==> src/rtl/sram_model_pkg.sv <==
`timescale 1ns/1ps
package sram_model_pkg;

    // Pin-level operating mode of one sample
    typedef enum logic [1:0] {
        MODE_STANDBY = 2'd0,
        MODE_IDLE    = 2'd1,
        MODE_READ    = 2'd2,
        MODE_WRITE   = 2'd3
    } sram_mode_e;

endpackage

==> src/rtl/sram_write_tracker.sv <==
`timescale 1ns/1ps
module sram_write_tracker
    import sram_model_pkg::*;
#(
    parameter int ADDR_W = 13,
    parameter int DATA_W = 8
) (
    input  logic              clk,
    input  logic              rst_n,
    input  sram_mode_e        mode,
    input  logic [ADDR_W-1:0] addr,
    input  logic [DATA_W-1:0] din,
    output logic              commit,
    output logic [ADDR_W-1:0] commit_addr,
    output logic [DATA_W-1:0] commit_data,
    output logic              addr_viol
);

    typedef struct packed {
        logic              wr;
        logic [ADDR_W-1:0] addr;
        logic [DATA_W-1:0] data;
        logic              viol;
    } trk_t;

    trk_t trk_d, trk_q;
    logic wr_now;

    always_comb begin
        wr_now        = (mode == MODE_WRITE);
        trk_d         = trk_q;
        trk_d.wr      = wr_now;
        trk_d.addr    = addr;
        trk_d.data    = din;
        if (trk_q.wr && wr_now && (addr != trk_q.addr)) begin
            trk_d.viol = 1'b1;
        end
    end

    always_ff @(posedge clk or negedge rst_n) begin
        if (!rst_n) begin
            trk_q <= '0;
        end else begin
            trk_q <= trk_d;
        end
    end

    // Falling edge of the registered write term ends the write
    assign commit      = trk_q.wr && !wr_now;
    assign commit_addr = trk_q.addr;
    assign commit_data = trk_q.data;
    assign addr_viol   = trk_q.viol;

    assert_viol_sticky_R9: assert property (
        @(posedge clk) disable iff (!rst_n)
        addr_viol |=> addr_viol
    ) else $error("R9: violation flag cleared without reset");

    assert_commit_single_R5: assert property (
        @(posedge clk) disable iff (!rst_n)
        commit |=> !commit
    ) else $error("R5: write committed in two consecutive samples");

endmodule

==> config.mk <==
export PLATFORM = sky130hd
export DESIGN_NAME = sram_write_tracker
export DESIGN_NICKNAME = d
export VERILOG_FILES = /design/src/rtl/sram_model_pkg.sv /design/src/rtl/sram_write_tracker.sv
export SDC_FILE = /design/constraint.sdc
export NUM_CORES = 1
export LEC_CHECK = 0
export CAP_MARGIN = 20
export CORE_UTILIZATION = 42
export CTS_BUF_LIST = sky130_fd_sc_hd__clkbuf_4
export DETAILED_ROUTE_END_ITERATION = 10
export PLACE_DENSITY = 0.95
export SYNTH_ARGS = -nofsm -noshare
export SYNTH_HDL_FRONTEND = slang
export SYNTH_SLANG_ARGS = --single-unit
==> constraint.sdc <==
create_clock -name clk -period 4.2 [get_ports clk]
set_clock_uncertainty 0.15 [all_clocks]
set_input_delay 0.42 -clock clk [delete_from_list [all_inputs] [get_ports clk]]
set_output_delay 0.42 -clock clk [all_outputs]
set_load 0.03 [all_outputs]
# After elaboration in Yosys (flattened, before gate mapping)
# Index checks and enable logic that the tools add are counted.
[word_totals]
elab_cells = 10
in_bits = 25
output_inout_bits = 23
regBits = 23
[op_classes]
n_eq_ne = 2
n_reduce_logical = 4
[ops]
columns = ["op", "count"]
rows = [
  ["!= test 13 bit", 1],
  ["logical AND 1 bit", 3],
  ["== test 2 bit, second input constant", 1],
  ["zero test 1 bit", 1],
]

# Depth between registers and ports, before layout
[depth]
ltp_word = 3
depth_mapped = 4
depth_no_buf = 4

# Worst setup path after synthesis
# No wires, ideal clock.
[synth_path]
kind = "input to output"
from = "input port mode[0]"
to = "output port commit"
stages = 2
setup_slack_ps = 2607
arrival_ps = 1023
required_ps = 3630
n_path_buf = 0
cell_sequence = "and2_1 nor2b_1"
[synth_via]
elab_chain_len = 3
[synth_rtl]
columns = ["element", "line_no", "text"]
rows = [
  ["start, declared", "sram_write_tracker.sv:10", "input sram_mode_e mode,"],
  ["== test 2 bit", "sram_write_tracker.sv:30", "wr_now = (mode == MODE_WRITE);"],
  ["zero test 1 bit", "sram_write_tracker.sv:49", "assign commit = trk_q.wr && !wr_now;"],
  ["logical AND 1 bit", "sram_write_tracker.sv:49", ""],
  ["end, declared", "sram_write_tracker.sv:13", "output logic commit,"],
]
# Every way passes these cells.

# Final worst setup path
[layout_path]
from = "input port mode[1]"
to = "output port commit"
[layout_via]
elab_chain_len = 3
[layout_rtl]
columns = ["element", "line_no", "text"]
rows = [
  ["== test 2 bit", "sram_write_tracker.sv:30", ""],
  ["net wr_now", "sram_write_tracker.sv:27", "logic wr_now;"],
  ["zero test 1 bit", "sram_write_tracker.sv:49", ""],
  ["logical AND 1 bit", "sram_write_tracker.sv:49", ""],
]
# The timed path passes the listed nets, and every way through them passes these cells.

==> results <==
- The run finished with clean final reports.
- In this run the register-to-register setup slack is 2.64 ns.
- The number of buffers inserted during clock tree synthesis is 3.
- The yosys synthesis warning count is 0.
- The leakage power figure is 0.000536 uW.
- The busiest layer in global routing is met2.
- The total power after layout is 426 uW.
- Of the cells placed in the final design, the portion with a size suffix greater than 1 is 4.21%.
- The simple-gate area share of the yosys netlist is 4.47%.
- The combinational family with the most area after synthesis is buffers and inverters.
- The number of rows created at floorplan is 16.
- The worst setup path is captured at a primary output.
- The floorplan die height is 48.2 um.
- The post-detailed-route via-to-cell ratio is 4.34.
- The via count of the first global-routing pass came to 513.
- The kind of launch point of the worst setup path is an input pin.
- The number of pins with negative max-slew slack in the final report was 0.
- The initial antenna violation count is 0.
- The number of buffers on the longest clock path is 2.
- The library cell used as clock root buffer is sky130_fd_sc_hd__clkbuf_4.
- The end of the worst register-to-register path is addr_viol$_DFFE_PN0P_.
- The global-route usage over all layers is 13.7%.
- In this run the most critical hold path is launched from addr_viol$_DFFE_PN0P_.
- In the post-route analysis, the smallest setup slack over all paths is 1.85 ns.
- Entering global routing, the biggest net connects 24 pins.
- Setup repair after global routing left no endpoint under its margin.
- The minimum clock period is 2.35 ns.
- The top-level I/O count is 48.
- The path class of the tightest hold or removal check is flip-flop to flip-flop.
- The number of distinct library cell variants in the gate-level netlist after synthesis is 10.
- The area growth from synthesis to layout is 42.0%.
- In the layout the commonest cells are 47 x sky130_fd_sc_hd__clkdlybuf4s50_1, 23 x sky130_fd_sc_hd__dfrtp_1, 13 x sky130_fd_sc_hd__xor2_1.
- Setup violations remaining at the end of the flow were counted as 0.
- Multiplexer cells account for 0% of the synthesized area.
- The first-pass iteration count of the detailed router is 2.
- The sequential share of the synthesized area is 64.2%.
- In this run the number of H-tree levels came out at 1.
- Summing the areas of all compound-gate instances in the mapped netlist gives 0.978% of the synthesized area.
- In this run the standard cell core region covers 0.00198 mm^2.
- The fmax is 426 MHz.
- STA puts the critical path data required time at 3.63 ns.
- In this run the critical register-to-register path is launched from commit_addr[5]$_DFF_PN0_.
- The worst register-to-register path has a depth of 4.
- The summed instance area of the synthesized netlist is 896 um^2.
- For this run the aggregate overflow at the end of global routing stands at 0.
- Global routing consumed, on the met3 layer, 4.81% of the routing resources.
- The number of hold violations in the final report is 0.
- The worst slew margin relative to its limit is 35.9%.
- The number of remaining DRC errors is 0.
- Once detailed placement completed, the half-perimeter wirelength came to 1.13 mm.
- The data arrival time of the critical path is 1.78 ns.
- The aggregate negative setup slack is 0 ns.
- The number of violations of the max-capacitance limit is 0.
- In this run the horizontal extent of the chip is 48.2 um.
- The critical path start-end classification is input pin to primary output.
- The average footprint of a synthesized cell is 13.8 um^2.
- The count of clock tree sinks is 23.
- The clock tree from TritonCTS is built.
- Dividing the detail-routed wire length by the instance count gives 11.5 um.
- At the pin with the least slew margin, the transition time is 0.959 ns.
- The number of buffers added on ports is 47.
- The number of setup buffers added after CTS is 0.
- The detailed router placed 530 vias in this run.
- Leaving out fill and tap cells, the most frequent cell in the layout is sky130_fd_sc_hd__clkdlybuf4s50_1.
- Synthesis produced a netlist whose cell count is 65.
- Counting instances, the worst hold path has a depth of 1.
- The remaining antenna violation count is 0.
- The number of DRC markers after the initial detailed-route iteration is 1.
- Prior to clock tree synthesis, the placed netlist has a worst setup slack of 1.86 ns.
- Summing the areas of all fa, ha and maj instances in the mapped netlist gives 0% of the synthesized area.
- The die covers 0.00232 mm^2.
- The met2 layer usage reported by global route is 24.5%.
- For this run, global-route usage on met1 was measured as 14.7%.
- Across the VDD grid, the largest voltage drop is 0.219 mV.
- Post-CTS repair changed the size of 0 cells.
- The net count after synthesis is 90.
- The routability congestion estimate is 0.676.
- Once the floorplan was initialized, standard cells occupied 45.2% of the core.
- The latest clock arrival within the worst-skew pair is 0.29 ns.
- The number of nets at the end of the flow is 121.
- After layout, the worst path uses 55.9% of the clock period.
- The number of buffers inserted by hold repair at cts is 0.
- The synthesized design contains 23 register bits.
- The final layout contains routed wiring with a total length of 1.41 mm.
- The first global-routing pass estimated 2.13 mm of wire.
- Dividing total power by cell area gives a power density of 335 mW/mm^2.
- The clock edge transition at the registers on the reported setup and hold paths is 0.11 ns.
- The synthesized netlist devotes 12.7% of its cell area to XOR and XNOR gates.
- The worst hold endpoint is addr_viol$_DFFE_PN0P_.
- The maximum fanout along the worst path is 3.
- The repair_antennas step left the layout with diodes totalling 0.
[where the power goes]
| part | leakage, uW | switching, uW | internal, uW | total (uW) |
|---|---|---|---|---|
| logic | 0.000251 | 41.9 | 44.9 | 86.8 |
| clock network | 0.0000184 | 57.7 | 43.4 | 101 |
| registers | 0.000267 | 5.79 | 233 | 238 |
[critical path, cell delays in order]
cell and delay [ns]:
sky130_fd_sc_hd__clkdlybuf4s50_1 0.40, sky130_fd_sc_hd__and2_1 0.16, sky130_fd_sc_hd__nor2b_1 0.12, sky130_fd_sc_hd__clkdlybuf4s50_1 0.67
[flip-flops by register name (all words and copies together) (netlist names)]
name	count
addr_viol	1
commit_data	8
trk_q	1
commit_addr	13
[how the worst max path moves through the flow]
stage,start,to,slack [ns]
4_1_cts,mode[1],commit,1.84
2_1_floorplan,mode[0],commit,2.61
3_5_place_dp,mode[1],commit,1.86
5_1_grt,mode[1],commit,1.78
6_report,mode[1],commit,1.85
3_3_place_gp,mode[0],commit,1.88
[cell families after synthesis]
kind of cell	count (synthesis)
AND/OR/NAND/NOR	7
flip-flops	23
buffers and inverters	21
AO/OA/AOI/OAI	1
XOR/XNOR	13
[Yosys cell counts (all sizes together)]
cell / count / area share (%)
nor4: 2 / 1.4
nor2: 1 / 0.42
a31o: 1 / 0.98
nor3: 1 / 0.56
xor2: 13 / 13
and2: 1 / 0.70
nand4: 1 / 0.70
nor2b: 1 / 0.70
buf: 21 / 18
dfrtp: 23 / 64
[per-stage QoR]
| stage | hold slack [ns] | utilization, % | cell area, um^2 | instances |
|---|---|---|---|---|
| floorplan | -0.0256 | - | 896 | 65 |
| global placement | 0.302 | 62.7 | 1240 | 118 |
| detailed placement | 0.308 | 62.7 | 1240 | 118 |
| CTS | 0.336 | 64.2 | 1270 | 122 |
| global route | 0.364 | 64.2 | 1270 | 122 |
| finish | 0.328 | 64.2 | 1270 | 122 |
[cell type report]
class | instances | area (um^2)
Clock buffer | 4 | 30.0
Fill cell | 161 | 709
Tap cell | 27 | 33.8
Timing Repair Buffer | 47 | 470
Multi-Input combinational cell | 21 | 163
Sequential cell | 23 | 576
[routing by layer]
metal | vias to the layer above | part of all wire [%]
li1 | 247 | -
met1 | 250 | 39
met2 | 33 | 49
met3 | 0 | 12
met4 | 0 | 0
met5 | - | 0
Power figures use the tool's default switching activity.
